`src/rtl/serial_alu_pkg.sv`:
```
package serial_alu_pkg;

  typedef enum logic [3:0] {
    OP_ADD = 4'd0,
    OP_SUB = 4'd1,
    OP_ADC = 4'd2,
    OP_SBB = 4'd3,
    OP_AND = 4'd4,
    OP_OR  = 4'd5,
    OP_XOR = 4'd6,
    OP_NEG = 4'd7,
    OP_INC = 4'd8,
    OP_DEC = 4'd9
  } op_e;

  typedef enum logic [1:0] {
    RS_SUM = 2'd0,
    RS_AND = 2'd1,
    RS_OR  = 2'd2,
    RS_XOR = 2'd3
  } res_sel_e;

  typedef enum logic [1:0] {
    BS_MEM   = 2'd0,
    BS_CONST = 2'd1,
    BS_ZERO  = 2'd2
  } b_src_e;

  typedef enum logic [1:0] {
    CI_ZERO = 2'd0,
    CI_ONE  = 2'd1,
    CI_FLAG = 2'd2
  } cin_src_e;

  typedef struct packed {
    logic     inv_a;
    logic     inv_b;
    res_sel_e sel;
    b_src_e   b_src;
    cin_src_e cin_src;
    logic     upd_flag;
  } alu_ctrl_t;

  function automatic alu_ctrl_t decode_op(input logic [3:0] op);
    alu_ctrl_t c;
    c = '{inv_a: 1'b0, inv_b: 1'b0, sel: RS_SUM, b_src: BS_MEM,
          cin_src: CI_ZERO, upd_flag: 1'b1};
    case (op)
      OP_SUB: begin c.inv_b = 1'b1; c.cin_src = CI_ONE; end
      OP_ADC: c.cin_src = CI_FLAG;
      OP_SBB: begin c.inv_b = 1'b1; c.cin_src = CI_FLAG; end
      OP_AND: begin c.sel = RS_AND; c.upd_flag = 1'b0; end
      OP_OR:  begin c.sel = RS_OR;  c.upd_flag = 1'b0; end
      OP_XOR: begin c.sel = RS_XOR; c.upd_flag = 1'b0; end
      OP_NEG: begin c.inv_a = 1'b1; c.b_src = BS_ZERO; end
      OP_INC: c.b_src = BS_CONST;
      OP_DEC: begin c.b_src = BS_CONST; c.inv_b = 1'b1; c.cin_src = CI_ONE; end
      default: ;
    endcase
    return c;
  endfunction

endpackage

```
`src/rtl/alu_operand_shreg.sv`:
```
module alu_operand_shreg #(
  parameter int W = 8
) (
  input  logic         clk,
  input  logic         rst_n,
  input  logic         load,
  input  logic         shift,
  input  logic [W-1:0] din,
  output logic         lsb
);
  logic [W-1:0] q;

  always_ff @(posedge clk) begin
    if (!rst_n)     q <= '0;
    else if (load)  q <= din;
    else if (shift) q <= {1'b0, q[W-1:1]};
  end

  assign lsb = q[0];
endmodule

```
`src/rtl/alu_bit_slice.sv`:
```
module alu_bit_slice
  import serial_alu_pkg::*;
(
  input  logic     a,
  input  logic     b,
  input  logic     cin,
  input  logic     inv_a,
  input  logic     inv_b,
  input  res_sel_e sel,
  output logic     res,
  output logic     cout
);
  logic ai, bi, half;

  assign ai   = a ^ inv_a;
  assign bi   = b ^ inv_b;
  assign half = ai ^ bi;
  assign cout = (ai & bi) | (cin & half);

  always_comb begin
    unique case (sel)
      RS_AND:  res = ai & bi;
      RS_OR:   res = ai | bi;
      RS_XOR:  res = half;
      default: res = half ^ cin;
    endcase
  end
endmodule

```
`src/rtl/alu_sequencer.sv`:
```
module alu_sequencer #(
  parameter int W = 8
) (
  input  logic clk,
  input  logic rst_n,
  input  logic in_valid,
  output logic in_ready,
  output logic res_valid,
  input  logic res_ready,
  output logic res_last,
  output logic load,
  output logic step,
  output logic done
);
  localparam int CW = (W > 1) ? $clog2(W) : 1;
  localparam logic [CW-1:0] LAST = CW'(W - 1);

  logic          busy_q;
  logic [CW-1:0] cnt_q;

  assign in_ready  = !busy_q;
  assign res_valid = busy_q;
  assign res_last  = busy_q && (cnt_q == LAST);
  assign load      = in_valid && !busy_q;
  assign step      = busy_q && res_ready;
  assign done      = step && (cnt_q == LAST);

  always_ff @(posedge clk) begin
    if (!rst_n) begin
      busy_q <= 1'b0;
      cnt_q  <= '0;
    end else if (load) begin
      busy_q <= 1'b1;
      cnt_q  <= '0;
    end else if (step) begin
      busy_q <= !done;
      cnt_q  <= done ? '0 : cnt_q + 1'b1;
    end
  end
endmodule

```
`src/rtl/serial_alu_core.sv`:
```
module serial_alu_core
  import serial_alu_pkg::*;
#(
  parameter int W  = 8,
  parameter int KW = 3
) (
  input  logic          clk,
  input  logic          rst_n,
  input  logic          in_valid,
  output logic          in_ready,
  input  logic [3:0]    in_op,
  input  logic [W-1:0]  in_a,
  input  logic [W-1:0]  in_b,
  input  logic [KW-1:0] in_k,
  output logic          res_valid,
  input  logic          res_ready,
  output logic          res_bit,
  output logic          res_last,
  output logic          carry_flag
);
  localparam int NOPND = 2;

  logic      load, step, done;
  alu_ctrl_t ctrl_q, ctrl_d;
  logic      carry_q, flag_q, cin_preset, cout;
  logic [W-1:0] b_word;
  logic [W-1:0] opnd_din [NOPND];
  logic         opnd_lsb [NOPND];

  alu_sequencer #(.W(W)) u_seq (
    .clk(clk), .rst_n(rst_n), .in_valid(in_valid), .in_ready(in_ready),
    .res_valid(res_valid), .res_ready(res_ready), .res_last(res_last),
    .load(load), .step(step), .done(done)
  );

  assign ctrl_d = decode_op(in_op);

  always_comb begin
    unique case (ctrl_d.b_src)
      BS_CONST: b_word = {{(W-KW){1'b0}}, in_k};
      BS_ZERO:  b_word = '0;
      default:  b_word = in_b;
    endcase
    unique case (ctrl_d.cin_src)
      CI_ONE:  cin_preset = 1'b1;
      CI_FLAG: cin_preset = flag_q;
      default: cin_preset = 1'b0;
    endcase
  end

  assign opnd_din[0] = in_a;
  assign opnd_din[1] = b_word;

  for (genvar g = 0; g < NOPND; g++) begin : g_opnd
    alu_operand_shreg #(.W(W)) u_shreg (
      .clk(clk), .rst_n(rst_n), .load(load), .shift(step),
      .din(opnd_din[g]), .lsb(opnd_lsb[g])
    );
  end

  alu_bit_slice u_slice (
    .a(opnd_lsb[0]), .b(opnd_lsb[1]), .cin(carry_q),
    .inv_a(ctrl_q.inv_a), .inv_b(ctrl_q.inv_b), .sel(ctrl_q.sel),
    .res(res_bit), .cout(cout)
  );

  always_ff @(posedge clk) begin
    if (!rst_n) begin
      ctrl_q  <= '0;
      carry_q <= 1'b0;
      flag_q  <= 1'b0;
    end else begin
      if (load) begin
        ctrl_q  <= ctrl_d;
        carry_q <= cin_preset;
      end else if (step) begin
        carry_q <= cout;
      end
      if (done && ctrl_q.upd_flag) flag_q <= cout;
    end
  end

  assign carry_flag = flag_q;
endmodule

```
`config.mk`:
```
export PLATFORM = sky130hd
export DESIGN_NAME = serial_alu_core
export DESIGN_NICKNAME = d
export VERILOG_FILES = /design/src/rtl/serial_alu_pkg.sv /design/src/rtl/alu_operand_shreg.sv /design/src/rtl/alu_bit_slice.sv /design/src/rtl/alu_sequencer.sv /design/src/rtl/serial_alu_core.sv
export SDC_FILE = /design/constraint.sdc
export NUM_CORES = 1
export LEC_CHECK = 0
export ABC_AREA = 1
export BUFFER_PORTS_ARGS = -buffer_cell sky130_fd_sc_hd__clkbuf_2
export CORE_UTILIZATION = 45
export DETAILED_ROUTE_END_ITERATION = 10
export GPL_TIMING_DRIVEN = 0
export PLACE_DENSITY = 0.67
export REMOVE_ABC_BUFFERS = 1
export SLEW_MARGIN = 0
export SYNTH_ARGS = -nofsm -noshare
export SYNTH_HDL_FRONTEND = slang
export SYNTH_SLANG_ARGS = --single-unit
```
`constraint.sdc`:
```
create_clock -name clk -period 3 [get_ports clk]
set_input_delay 0.45 -clock clk [delete_from_list [all_inputs] [get_ports clk]]
set_output_delay 0.45 -clock clk [all_outputs]
set_load 0.005 [all_outputs]
```
==> flow_summary.yaml <==
logic_synthesis:
  ys_types: 21
  avgSynthCellArea_um2: 6.49
  yosys_warnings: 0
  netlist_instances: 244
  ys_seq_area_share_pct: 34.2
  syn_area_um2: 1580
  synth-seq-cells: 27
clock_network:
  htreeDepth: 1
  cts-root-buf: "clkbuf_4"
  cts_sinks: 27
  cts_buffer_depth: 2
  cts_made_buffers: 3
  cts_hold_buf: 0
  post_cts_buffers: 0
  worstSkewPairLatency_ps: 320
  cts_tree: "done"
  clk_pin_slew_ps: 140
  ctsResizeCount: 0
power:
  pwr_density_cell_nw_per_um2: 396
  power.leakage_nw: 0.955
  ir_drop_mv: 0.289
final_layout:
  final-instance-count-excl-fill: 314
  layout-drive-gt1-share_pct: 14.6
  fill_cells: 396
  area_growth_pct: 10.4
  utilization_pct: 52.0
  insertedDiodeCount: 0
  layout.nets: 304
detailed_routing:
  vias: 1491
  wl_per_cell_um: 9.78
  dr.pass1.iters: 4
  first_iter_violations: 84
  wl_mm: 3.07
  antenna_left: 0
  drc: 0
  via_per_inst: 4.75
job:
  maxCapViolations: 0
critical_path:
  endpoint_kind: "output pin"
  crit_arrival_ps: 1850
  critPathLaunchType: "flop"
  critPathKind: "flop to output pin"
  cp.required_ps: 2550
  crit_fanout: 2
placed_design:
  dp_hpwl_mm: 2.16
  place_ws_ps: 1020
  dp_cells: 310
  place.gp.congestion: 0.773
  portBuffers: 31
min_path:
  worstHoldPathType: "input pin to flop"
global_route:
  grt_pass1_vias: 1240
  grt_pass1_wl_mm: 5.16
  globalRouteMet2Util_pct: 32.1
  antenna_found_initial: 0
  grt_use_total_pct: 18.3
  use_met1_pct: 23.2
  top_usage_layer: "met2"
  met3_usage_pct: 4.41
  grt_overflow: 0
  grt_max_degree: 28
sta:
  whs_ps: 340
  setup_viol_count_final: 0
  period_share_pct: 76.8
  worst-slew-pin-transition_ps: 703
  slew_headroom_pct: 53.0
  post-route-min-period_ps: 2300
  clock.fmax_mhz: 434
  setup_tns_ps: 0
  maxSlewViolCount: 0
  fin_ws_ps: 696
  rsz0062_at_grt: "false"
  hold_viol: 0
  finalClockSkew_ps: 3.44
floorplan:
  start_util_pct: 47.1
  die-area_um2: 3760
  die_w_um: 61.3
  core_region_area_um2: 3360
  ioPinCount: 32
  std_cell_rows: 21
  fp.dieH_um: 61.3
outcome:
  status: "finished, final reports clean"
## cells in the final DEF, fill, tap and decap left out
| master | Yosys | layout |
|---|---|---|
| a21oi_1 | 17 | 17 |
| clkbuf_2 | 0 | 31 |
| nor2_1 | 21 | 21 |
| xnor2_1 | 2 | 2 |
| fa_1 | 1 | 1 |
| ha_1 | 7 | 7 |
| nand2_4 | 1 | 1 |
| o22ai_1 | 1 | 1 |
| nand3b_1 | 4 | 4 |
| inv_2 | 3 | 3 |
| o21ai_1 | 2 | 2 |
| nor3_1 | 1 | 1 |
| nor2_4 | 1 | 1 |
| clkbuf_1 | 1 | 1 |
| clkbuf_4 | 0 | 3 |
| nand2_1 | 68 | 68 |
| inv_1 | 37 | 37 |
| dfxtp_1 | 27 | 27 |
| nand3_1 | 34 | 34 |
| o21ai_0 | 6 | 6 |
## per-layer routing
metal  part of all wire, %  up-vias  wire length [um]
met3                   2.9        2                90
met4                  0.65        0                20
met5                     0        -                 0
li1                      -      806                 -
met1                    51      659              1560
met2                    46       24              1400
## flip-flops by register name (all words and copies together), names as in the netlist
| signal | count |
|---|---|
| g_opnd.u_shreg.q | 16 |
| ctrl_q | 5 |
| u_seq.cnt_q | 3 |
| carry_flag | 1 |
| carry_q | 1 |
| u_seq.res_valid | 1 |
## critical path: stages, from the launching register on
cell and delay (ps):
dfxtp_1 340, xnor2_1 260, inv_1 120, fa_1 480, o21ai_0 60, o21ai_0 140, clkbuf_2 130
## power by group
part / leakage (nW) / internal (W) / switching (W)
registers: 0.222 / 0.000380 / 0.0000136
clock network: 0.0150 / 0.0000521 / 0.000106
logic: 0.719 / 0.0000560 / 0.0000834
total: 0.955 / 0.000488 / 0.000203
## metrics by stage
| stage | instance area (um2) | power (W) |
|---|---|---|
| 3_5_place_dp | 1720 | 0.000543 |
| 4_1_cts | 1750 | 0.000699 |
| 6_report | 1750 | 0.000691 |
| 5_1_grt | 1750 | 0.000742 |
| 3_3_place_gp | 1720 | 0.000541 |
| 2_1_floorplan | 1510 | 0.000492 |
## final cells by class
type                    instances  area (um2)  share of cell area (%)
clock buffers                   4        26.3                    1.50
repair buffers                 31         155                    8.88
inverters                      40         150                    8.59
well taps                      46        57.6                    3.29
multi-input cells             166         818                    46.8
flip-flops and latches         27         541                    30.9
## Yosys cell counts (all sizes together)
master  instances  area [um2]
a21oi          17        85.1
fa              1        20.0
dfxtp          27         541
nand2          69         267
nand3b          4        30.0
o21ai           8        40.0
nor2           22        90.1
xnor2           2        17.5
nor3            1        5.00
inv            40         150
buf            10        70.1
nand3          34         170
o22ai           1        6.26
ha              7        87.6
clkbuf          1        3.75
## path summary, 6_finish.rpt
check             slack [ps]                     end  cells after the start              startpoint
setup / recovery         700                 res_bit                      6  g_opnd[1].u_shreg.q[0]
hold / removal           340  g_opnd[0].u_shreg.q[7]                      3                 in_a[7]
setup reg to reg        1030          u_seq.cnt_q[0]                      5         u_seq.res_valid
hold reg to reg          480               ctrl_q[7]                      2               ctrl_q[7]
## logic make-up (layout without fill, tap and decap cells)
family	Yosys count	in the layout	synth area share [%]
AO/OA/AOI/OAI	26	26	8.30
XOR/XNOR	2	2	1.11
adder cells (fa/ha/maj)	8	8	6.80
buffers and inverters	51	75	14.1
flip-flops	27	27	34.2
AND/OR/NAND/NOR	130	130	35.5
Note: power is estimated with default switching activity, not from simulation.
